<file path="config.mk">
export PLATFORM = sky130hd
export DESIGN_NAME = irq_timer
export DESIGN_NICKNAME = d
export VERILOG_FILES = /design/src/rtl/irq_timer_pkg.sv /design/src/rtl/irq_timer_regs.sv /design/src/rtl/irq_timer_counter.sv /design/src/rtl/irq_timer.sv
export SDC_FILE = /design/constraint.sdc
export NUM_CORES = 1
export LEC_CHECK = 0
export BUFFER_PORTS_ARGS = -buffer_cell sky130_fd_sc_hd__buf_2
export CORE_MARGIN = 5
export CORE_UTILIZATION = 55
export DETAILED_ROUTE_END_ITERATION = 7
export PLACE_DENSITY_LB_ADDON = 0.25
export SYNTH_ARGS = -nofsm -noshare
export SYNTH_HDL_FRONTEND = slang
export SYNTH_SLANG_ARGS = --single-unit
</file>
<file path="constraint.sdc">
create_clock -name clk_i -period 1.81 [get_ports clk_i]
set_clock_uncertainty 0.15 [all_clocks]
set_input_delay 0.181 -clock clk_i [delete_from_list [all_inputs] [get_ports clk_i]]
set_output_delay 0.181 -clock clk_i [all_outputs]
set_load 0.01 [all_outputs]
</file>
<file path="src/rtl/irq_timer_pkg.sv">
package irq_timer_pkg;
  localparam int unsigned IDX_W = 4;
  typedef enum logic [IDX_W-1:0] {
    IDX_CTRL    = 4'hA,
    IDX_LATCH_0 = 4'hB,
    IDX_LATCH_1 = 4'hC
  } reg_idx_e;
endpackage

</file>
<file path="src/rtl/irq_timer_regs.sv">
module irq_timer_regs
  import irq_timer_pkg::*;
#(
  parameter int unsigned CNT_W    = 16,
  parameter int unsigned DATA_W   = 8,
  parameter int unsigned ADDR_W   = 16,
  parameter logic [ADDR_W-1:0] WIN_BASE = 16'h6000
) (
  input  logic              clk_i,
  input  logic              rst_ni,
  input  logic              wr_en_i,
  input  logic [ADDR_W-1:0] addr_i,
  input  logic [DATA_W-1:0] data_i,
  output logic              ctrl_wr_o,
  output logic              ctrl_arm_o,
  output logic [CNT_W-1:0]  latch_o
);
  localparam int unsigned N_BYTES = CNT_W / DATA_W;

  logic             in_win;
  logic [IDX_W-1:0] idx;

  assign in_win     = wr_en_i && (addr_i >= WIN_BASE);
  assign idx        = addr_i[IDX_W-1:0];
  assign ctrl_wr_o  = in_win && (idx == IDX_CTRL);
  assign ctrl_arm_o = data_i[0];

  for (genvar k = 0; k < N_BYTES; k++) begin : g_byte
    logic [IDX_W-1:0] my_idx;
    assign my_idx = IDX_W'(IDX_LATCH_0) + IDX_W'(k);
    always_ff @(posedge clk_i or negedge rst_ni) begin
      if (!rst_ni)                        latch_o[k*DATA_W +: DATA_W] <= '0;
      else if (in_win && idx == my_idx)   latch_o[k*DATA_W +: DATA_W] <= data_i;
    end
  end
endmodule

</file>
<file path="src/rtl/irq_timer_counter.sv">
module irq_timer_counter #(
  parameter int unsigned CNT_W = 16
) (
  input  logic             clk_i,
  input  logic             rst_ni,
  input  logic             load_i,
  input  logic             arm_i,
  input  logic [CNT_W-1:0] load_val_i,
  output logic [CNT_W-1:0] cnt_o,
  output logic             armed_o,
  output logic             irq_o
);
  logic wrap;
  assign wrap = armed_o && (cnt_o == '0);

  // control write wins over a counting step
  always_ff @(posedge clk_i or negedge rst_ni) begin
    if (!rst_ni) begin
      cnt_o   <= '0;
      armed_o <= 1'b0;
      irq_o   <= 1'b0;
    end else if (load_i) begin
      cnt_o   <= load_val_i;
      armed_o <= arm_i;
      irq_o   <= 1'b0;
    end else if (armed_o) begin
      cnt_o <= cnt_o - 1'b1;
      if (wrap) begin
        armed_o <= 1'b0;
        irq_o   <= 1'b1;
      end
    end
  end
endmodule

</file>
<file path="src/rtl/irq_timer.sv">
module irq_timer #(
  parameter int unsigned CNT_W    = 16,
  parameter int unsigned DATA_W   = 8,
  parameter int unsigned ADDR_W   = 16,
  parameter logic [ADDR_W-1:0] WIN_BASE = 16'h6000
) (
  input  logic              clk_i,
  input  logic              rst_ni,
  input  logic              wr_en_i,
  input  logic [ADDR_W-1:0] addr_i,
  input  logic [DATA_W-1:0] data_i,
  output logic              irq_o
);
  logic             ctrl_wr, ctrl_arm, armed_q;
  logic [CNT_W-1:0] latch_q, cnt_q;

  irq_timer_regs #(
    .CNT_W(CNT_W), .DATA_W(DATA_W), .ADDR_W(ADDR_W), .WIN_BASE(WIN_BASE)
  ) u_regs (
    .clk_i, .rst_ni, .wr_en_i, .addr_i, .data_i,
    .ctrl_wr_o(ctrl_wr), .ctrl_arm_o(ctrl_arm), .latch_o(latch_q)
  );

  irq_timer_counter #(.CNT_W(CNT_W)) u_cnt (
    .clk_i, .rst_ni,
    .load_i(ctrl_wr), .arm_i(ctrl_arm), .load_val_i(latch_q),
    .cnt_o(cnt_q), .armed_o(armed_q), .irq_o
  );
endmodule

</file>
==> results of run 1 <==
[metrics by stage]
| stage | power [W] | cell area, um2 | setup WS (ps) |
|---|---|---|---|
| finish | 0.00230 | 1980 | 139 |
| global route | 0.00246 | 1980 | 31.6 |
| CTS | 0.00231 | 1970 | 103 |
| detailed placement | 0.00186 | 1820 | 4.62 |
| global placement | 0.00182 | 1820 | 82.8 |
| floorplan | 0.00164 | 1650 | 140 |
[what timing repair did]
action | in CTS | in global routing
setup endpoints to repair | 0 | 2
hold buffers | 9 | 0
resized for setup | 0 | 2
hold endpoints to repair | 51 | 0
[cell usage after synthesis, types with 3 or more instances]
| library cell | number | area, um2 |
|---|---|---|
| buf_2 | 4 | 20.0 |
| xor2_1 | 7 | 61.3 |
| nor2_1 | 6 | 22.5 |
| nand2_1 | 19 | 71.3 |
| nor4_1 | 3 | 18.8 |
| xnor2_1 | 7 | 61.3 |
| nand4_1 | 4 | 25.0 |
| a21oi_1 | 3 | 15.0 |
| mux2_2 | 19 | 214 |
| o21ai_0 | 12 | 60.1 |
| dfrtp_1 | 34 | 851 |
[final cells by class]
class / count / area, um2
Multi-Input combinational cell: 101 / 787
Inverter: 2 / 7.51
Clock inverter: 1 / 5.00
Clock buffer: 7 / 55.1
Sequential cell: 34 / 851
Tap cell: 31 / 38.8
Fill cell: 212 / 847
Timing Repair Buffer: 33 / 238
[power groups by stage]
stage / sequential [W] / combinational, W / clock (W)
after global routing: 0.00128 / 0.000696 / 0.000486
after CTS: 0.00125 / 0.000623 / 0.000443
after detailed placement: 0.00126 / 0.000601 / 0
after floorplan: 0.00121 / 0.000436 / 0
final: 0.00125 / 0.000624 / 0.000427
after global placement: 0.00124 / 0.000576 / 0
[worst max-delay path, stage by stage, from the launching register on]
cell      delay [ps]
dfrtp_1          440
inv_1             80
ha_1             190
nand3b_1         190
nor4_1           270
xnor2_1          160
o21ai_0           90
[state kept, by name (all words and copies together) (netlist names)]
register / flops
u_cnt.armed_o: 1
u_regs.latch_o: 16
u_cnt.irq_o: 1
u_cnt.cnt_o: 16
[routing by layer]
layer  GRT usage, %  wire length [um]  up-vias
li1               -                 -      572
met1           20.8              1390      578
met2           28.5              1640       19
met3           5.18               105        7
met4           6.60                46        0
met5              0                 0        -
[worst paths after layout]
kind	to	slack (ps)	cells after the start
setup / recovery	u_cnt.cnt_o[6]	140	6
hold / removal	u_regs.latch_o[15]	200	3
setup reg to reg	u_cnt.cnt_o[6]	140	6
hold reg to reg	u_cnt.cnt_o[7]	330	2
max in group asynchronous	u_cnt.cnt_o[1]	730	2
min in group asynchronous	u_cnt.cnt_o[12]	300	2
[logic make-up (layout without fill, tap and decap cells)]
group,count (synthesis),in the layout
AO/OA/AOI/OAI,18,18
flip-flops,34,34
XOR/XNOR,14,14
multiplexers,19,19
adder cells (fa/ha/maj),1,1
buffers and inverters,6,43
AND/OR/NAND/NOR,49,49
==> results.json, run 1 <==
{
  "grt_pass1_wl_um": 5380,
  "slew_headroom_pct": 50.1,
  "io_buffer_count": 18,
  "routedWlPerCell_um": 15.2,
  "gp_congestion": 0.819,
  "nets": 205,
  "cts_tree": "yes",
  "final_common_cell": "dfrtp_1",
  "grt_setup_unrepaired": "no",
  "cts_setup_buffers": 0,
  "setup_violations": 0,
  "htreeDepth": 2,
  "power_density_mw_per_mm2": 1160,
  "synth_xor_area_share_pct": 7.42,
  "firstDrtPassIters": 4,
  "area_delta_synth_final_pct": 19.9,
  "cts.sinks": 34,
  "synth_edf_count": 0,
  "io_pins": 28,
  "grt_antenna_before_repair": 0,
  "final_util_pct": 70.1,
  "worstPathArrival_ps": 1740,
  "vias": 1176,
  "cts_root_buf": "clkbuf_4",
  "synth_cell_type_count": 29,
  "switching_share_pct": 32.9,
  "mostFrequentLayoutCells": "dfrtp_1, nand2_1, mux2_2, buf_2, o21ai_0",
  "antennaDiodeCount": 0,
  "seqPwrFrac_pct": 54.3,
  "grt-ovfl-total": 0,
  "end_kind": "flip-flop",
  "synth_top_family_by_area": "simple AND/OR/NAND/NOR gates",
  "min-delay-start": "addr_i[0]",
  "synth_flop_cell": "dfrtp_1",
  "yosysSeqAreaShare_pct": 51.5,
  "synth_seq_cells": 34,
  "p_int_w": 0.00155,
  "clock_latency_ps": 330,
  "clockBufferDepth": 2,
  "routed_via_density": 5.63,
  "final_cells": 209,
  "grt_max_degree": 35,
  "power_frac_comb_pct": 27.1,
  "synth-simple-area-share_pct": 19.7,
  "crit_fanout": 4,
  "hold_class": "primary input to flip-flop",
  "syn_area_per_cell_um2": 11.7,
  "synth_warnings": 0,
  "cts_buffers": 5,
  "start_util_pct": 58.4,
  "netlist_instances": 141,
  "routed_wl_um": 3180,
  "async_flop_share_pct": 100,
  "netSwitchingPower_w": 0.000758,
  "crit_type": "flip-flop to flip-flop",
  "final_antenna_net_count": 0,
  "core-area_mm2": 0.00283,
  "die_area_mm2": 0.00420,
  "synth_area_mm2": 0.00165,
  "dp_hpwl_um": 2260,
  "drt_iter0_drc": 77,
  "synth-compound-area-share_pct": 6.06,
  "leakage_nw": 0.833,
  "startpoint": "u_cnt.cnt_o[0]",
  "track_usage_pct": 17.1,
  "synth.area.mux_share_pct": 12.9,
  "fin_crit_ps": 1670,
  "post-route-period-util_pct": 92.3,
  "num_rows": 19,
  "fin_tns_setup_ps": 0,
  "rr_startpoint": "u_cnt.cnt_o[0]",
  "pwr-share-clk_pct": 18.6,
  "status": "completed",
  "grt_pass1_vias": 1177,
  "hold_ws_ps": 195,
  "finalMaxSlewViolations": 0,
  "placed_cells_incl_taps": 192,
  "clkTransAtPathRegs_ps": 100,
  "fmax_mhz": 598,
  "hold_violations": 0,
  "drive_gt1_share_pct": 33.1,
  "drc": 0,
  "worst_pin_slew_ps": 748,
  "startpoint_type": "flip-flop",
  "synth_fa_ha_area_share_pct": 0.757,
  "syn-num-nets": 169,
  "drv_cap": 0,
  "die_x_um": 64.8,
  "cp.required_ps": 1880,
  "die_y_um": 64.8,
  "peakVddDrop_mv": 0.638
}
Power figures use the tool's default switching activity.
==> inputs of run 2 (changes only) <==
--- a/config.mk
+++ b/config.mk
@@ -9,6 +9,7 @@
 export CORE_MARGIN = 5
 export CORE_UTILIZATION = 55
 export DETAILED_ROUTE_END_ITERATION = 7
+export GPL_TIMING_DRIVEN = 0
 export PLACE_DENSITY_LB_ADDON = 0.25
 export SYNTH_ARGS = -nofsm -noshare
 export SYNTH_HDL_FRONTEND = slang
==> constraint.sdc (replaced) <==
create_clock -name clk_i -period 1.81 [get_ports clk_i]
set_clock_uncertainty 0.15 [all_clocks]
set_input_delay 0 -clock clk_i [delete_from_list [all_inputs] [get_ports clk_i]]
set_output_delay 0 -clock clk_i [all_outputs]
set_load 0.01 [all_outputs]
==> results.json, run 2 (same netlist as run 1, synthesis figures left out) <==
{
  "nets": 208,
  "cts_tree": "yes",
  "num-fill-cells": 199,
  "worstPathArrival_ps": 1780,
  "reg_top3": "u_cnt.cnt_o (16), u_regs.latch_o (16)",
  "min-delay-start": "addr_i[2]",
  "drive_gt1_share_pct": 35.4,
  "drt_iter0_drc": 68,
  "grt-ovfl-total": 0,
  "cp.required_ps": 1890,
  "htreeDepth": 2,
  "cts.sinks": 34,
  "end_kind": "flip-flop",
  "leakage_nw": 0.871,
  "worst_pin_slew_ps": 741,
  "io_pins": 28,
  "track_usage_pct": 18.4,
  "clkTransAtPathRegs_ps": 110,
  "final_antenna_net_count": 0,
  "setup_violations": 0,
  "placed_cells_incl_taps": 190,
  "startpoint": "u_cnt.cnt_o[0]",
  "vias": 1216,
  "clockBufferDepth": 2,
  "cts_buffers": 5,
  "r2r_cells": 6,
  "crit_fanout": 4,
  "core-area_mm2": 0.00283,
  "die_x_um": 64.8,
  "firstDrtPassIters": 4,
  "min_path_cells": 4,
  "drv_cap": 0,
  "num_rows": 19,
  "final_util_pct": 72.4,
  "crit_type": "flip-flop to flip-flop",
  "mostFrequentLayoutCells": "dfrtp_1, buf_2, nand2_1, mux2_2, o21ai_0",
  "grt_pass1_vias": 1223,
  "slew_headroom_pct": 50.3,
  "final_common_cell": "dfrtp_1",
  "peakVddDrop_mv": 0.800,
  "clock_latency_ps": 340,
  "rr_startpoint": "u_cnt.cnt_o[0]",
  "worstPathCellList": "inv_1, ha_1, nor4b_2, and4_1, nor2_1, a22o_1",
  "fmax_mhz": 587,
  "grt_max_degree": 35,
  "antennaDiodeCount": 0,
  "hold_violations": 0,
  "dp_hpwl_um": 2420,
  "slowest_delay_ps": 440,
  "drc": 0,
  "critPathSlowestCell": "dfrtp_1",
  "fin_crit_ps": 1700,
  "startpoint_type": "flip-flop",
  "gp_congestion": 0.828,
  "power_density_mw_per_mm2": 1270,
  "hold_class": "primary input to flip-flop",
  "grt_antenna_before_repair": 0,
  "post-route-period-util_pct": 94.1,
  "start_util_pct": 58.4,
  "finalMaxSlewViolations": 0,
  "status": "completed",
  "fin_tns_setup_ps": 0,
  "grt_pass1_wl_um": 5750,
  "die_y_um": 64.8,
  "io_buffer_count": 18,
  "cts_root_buf": "clkbuf_4",
  "die_area_mm2": 0.00420,
  "routed_via_density": 5.74,
  "area_delta_synth_final_pct": 24.0,
  "routed_wl_um": 3500,
  "final_cells": 212,
  "routedWlPerCell_um": 16.5
}
## run 2: critical path, delay by kind of cell, from the launching register on
| kind | cells | cell delay (ps) |
|---|---|---|
| and+or+nand+nor | 3 | 530 |
| buffers and inverters | 1 | 80 |
| DFF | 1 | 440 |
| adders and majority gates | 1 | 210 |
| AOI/OAI and AO/OA | 1 | 190 |
## run 2: layout make-up
cell class	count	area, um2	share of cell area (%)
Timing Repair Buffer	32	220	10.7
Tap cell	31	38.8	1.89
Clock inverter	2	60.1	2.93
Sequential cell	34	851	41.5
Buffer	4	22.5	1.10
Multi-Input combinational cell	101	798	38.9
Clock buffer	6	51.3	2.50
Inverter	2	7.51	0.366
## run 2: per-layer routing
layer	GRT usage [%]	vias to the layer above	share of wire (%)
met1	24.1	603	44
met5	0	-	0
li1	-	581	-
met3	4.49	7	3.5
met4	7.65	0	1.4
met2	29.2	25	51
## run 2: worst paths after layout
kind,endpoint,slack (ps)
worst max-delay path,u_cnt.armed_o,110
worst min-delay path,u_cnt.cnt_o[15],50
worst max register to register,u_cnt.armed_o,110
worst min register to register,u_cnt.cnt_o[8],340
max in group asynchronous,u_cnt.cnt_o[4],940
min in group asynchronous,u_regs.latch_o[15],100
## run 2: timing repair
action                                  CTS  global route
endpoints found under the setup margin    2             6
gates resized for setup                   1             5
hold endpoints to repair                 51             2
cloned                                    0             0
pin swaps                                 1             2
setup buffers                             3             1
hold buffers                              9             1
## run 2: power breakdown
part	switching (W)	leakage [nW]	internal (W)
logic	0.000268	0.392	0.000347
clock network	0.000252	0.0585	0.000468
registers	0.000279	0.420	0.000995
total	0.000800	0.871	0.00181
## run 2: through the flow
stage	power (W)	setup WS (ps)	hold slack [ps]	cell area [um2]
finish	0.00261	106	47.9	2050
global placement	0.00177	-10.1	-54.5	1780
detailed placement	0.00182	-40.6	-50.4	1780
global route	0.00279	-7.72	54.6	2050
CTS	0.00259	80.7	6.29	2010
floorplan	0.00164	140	-446	1650
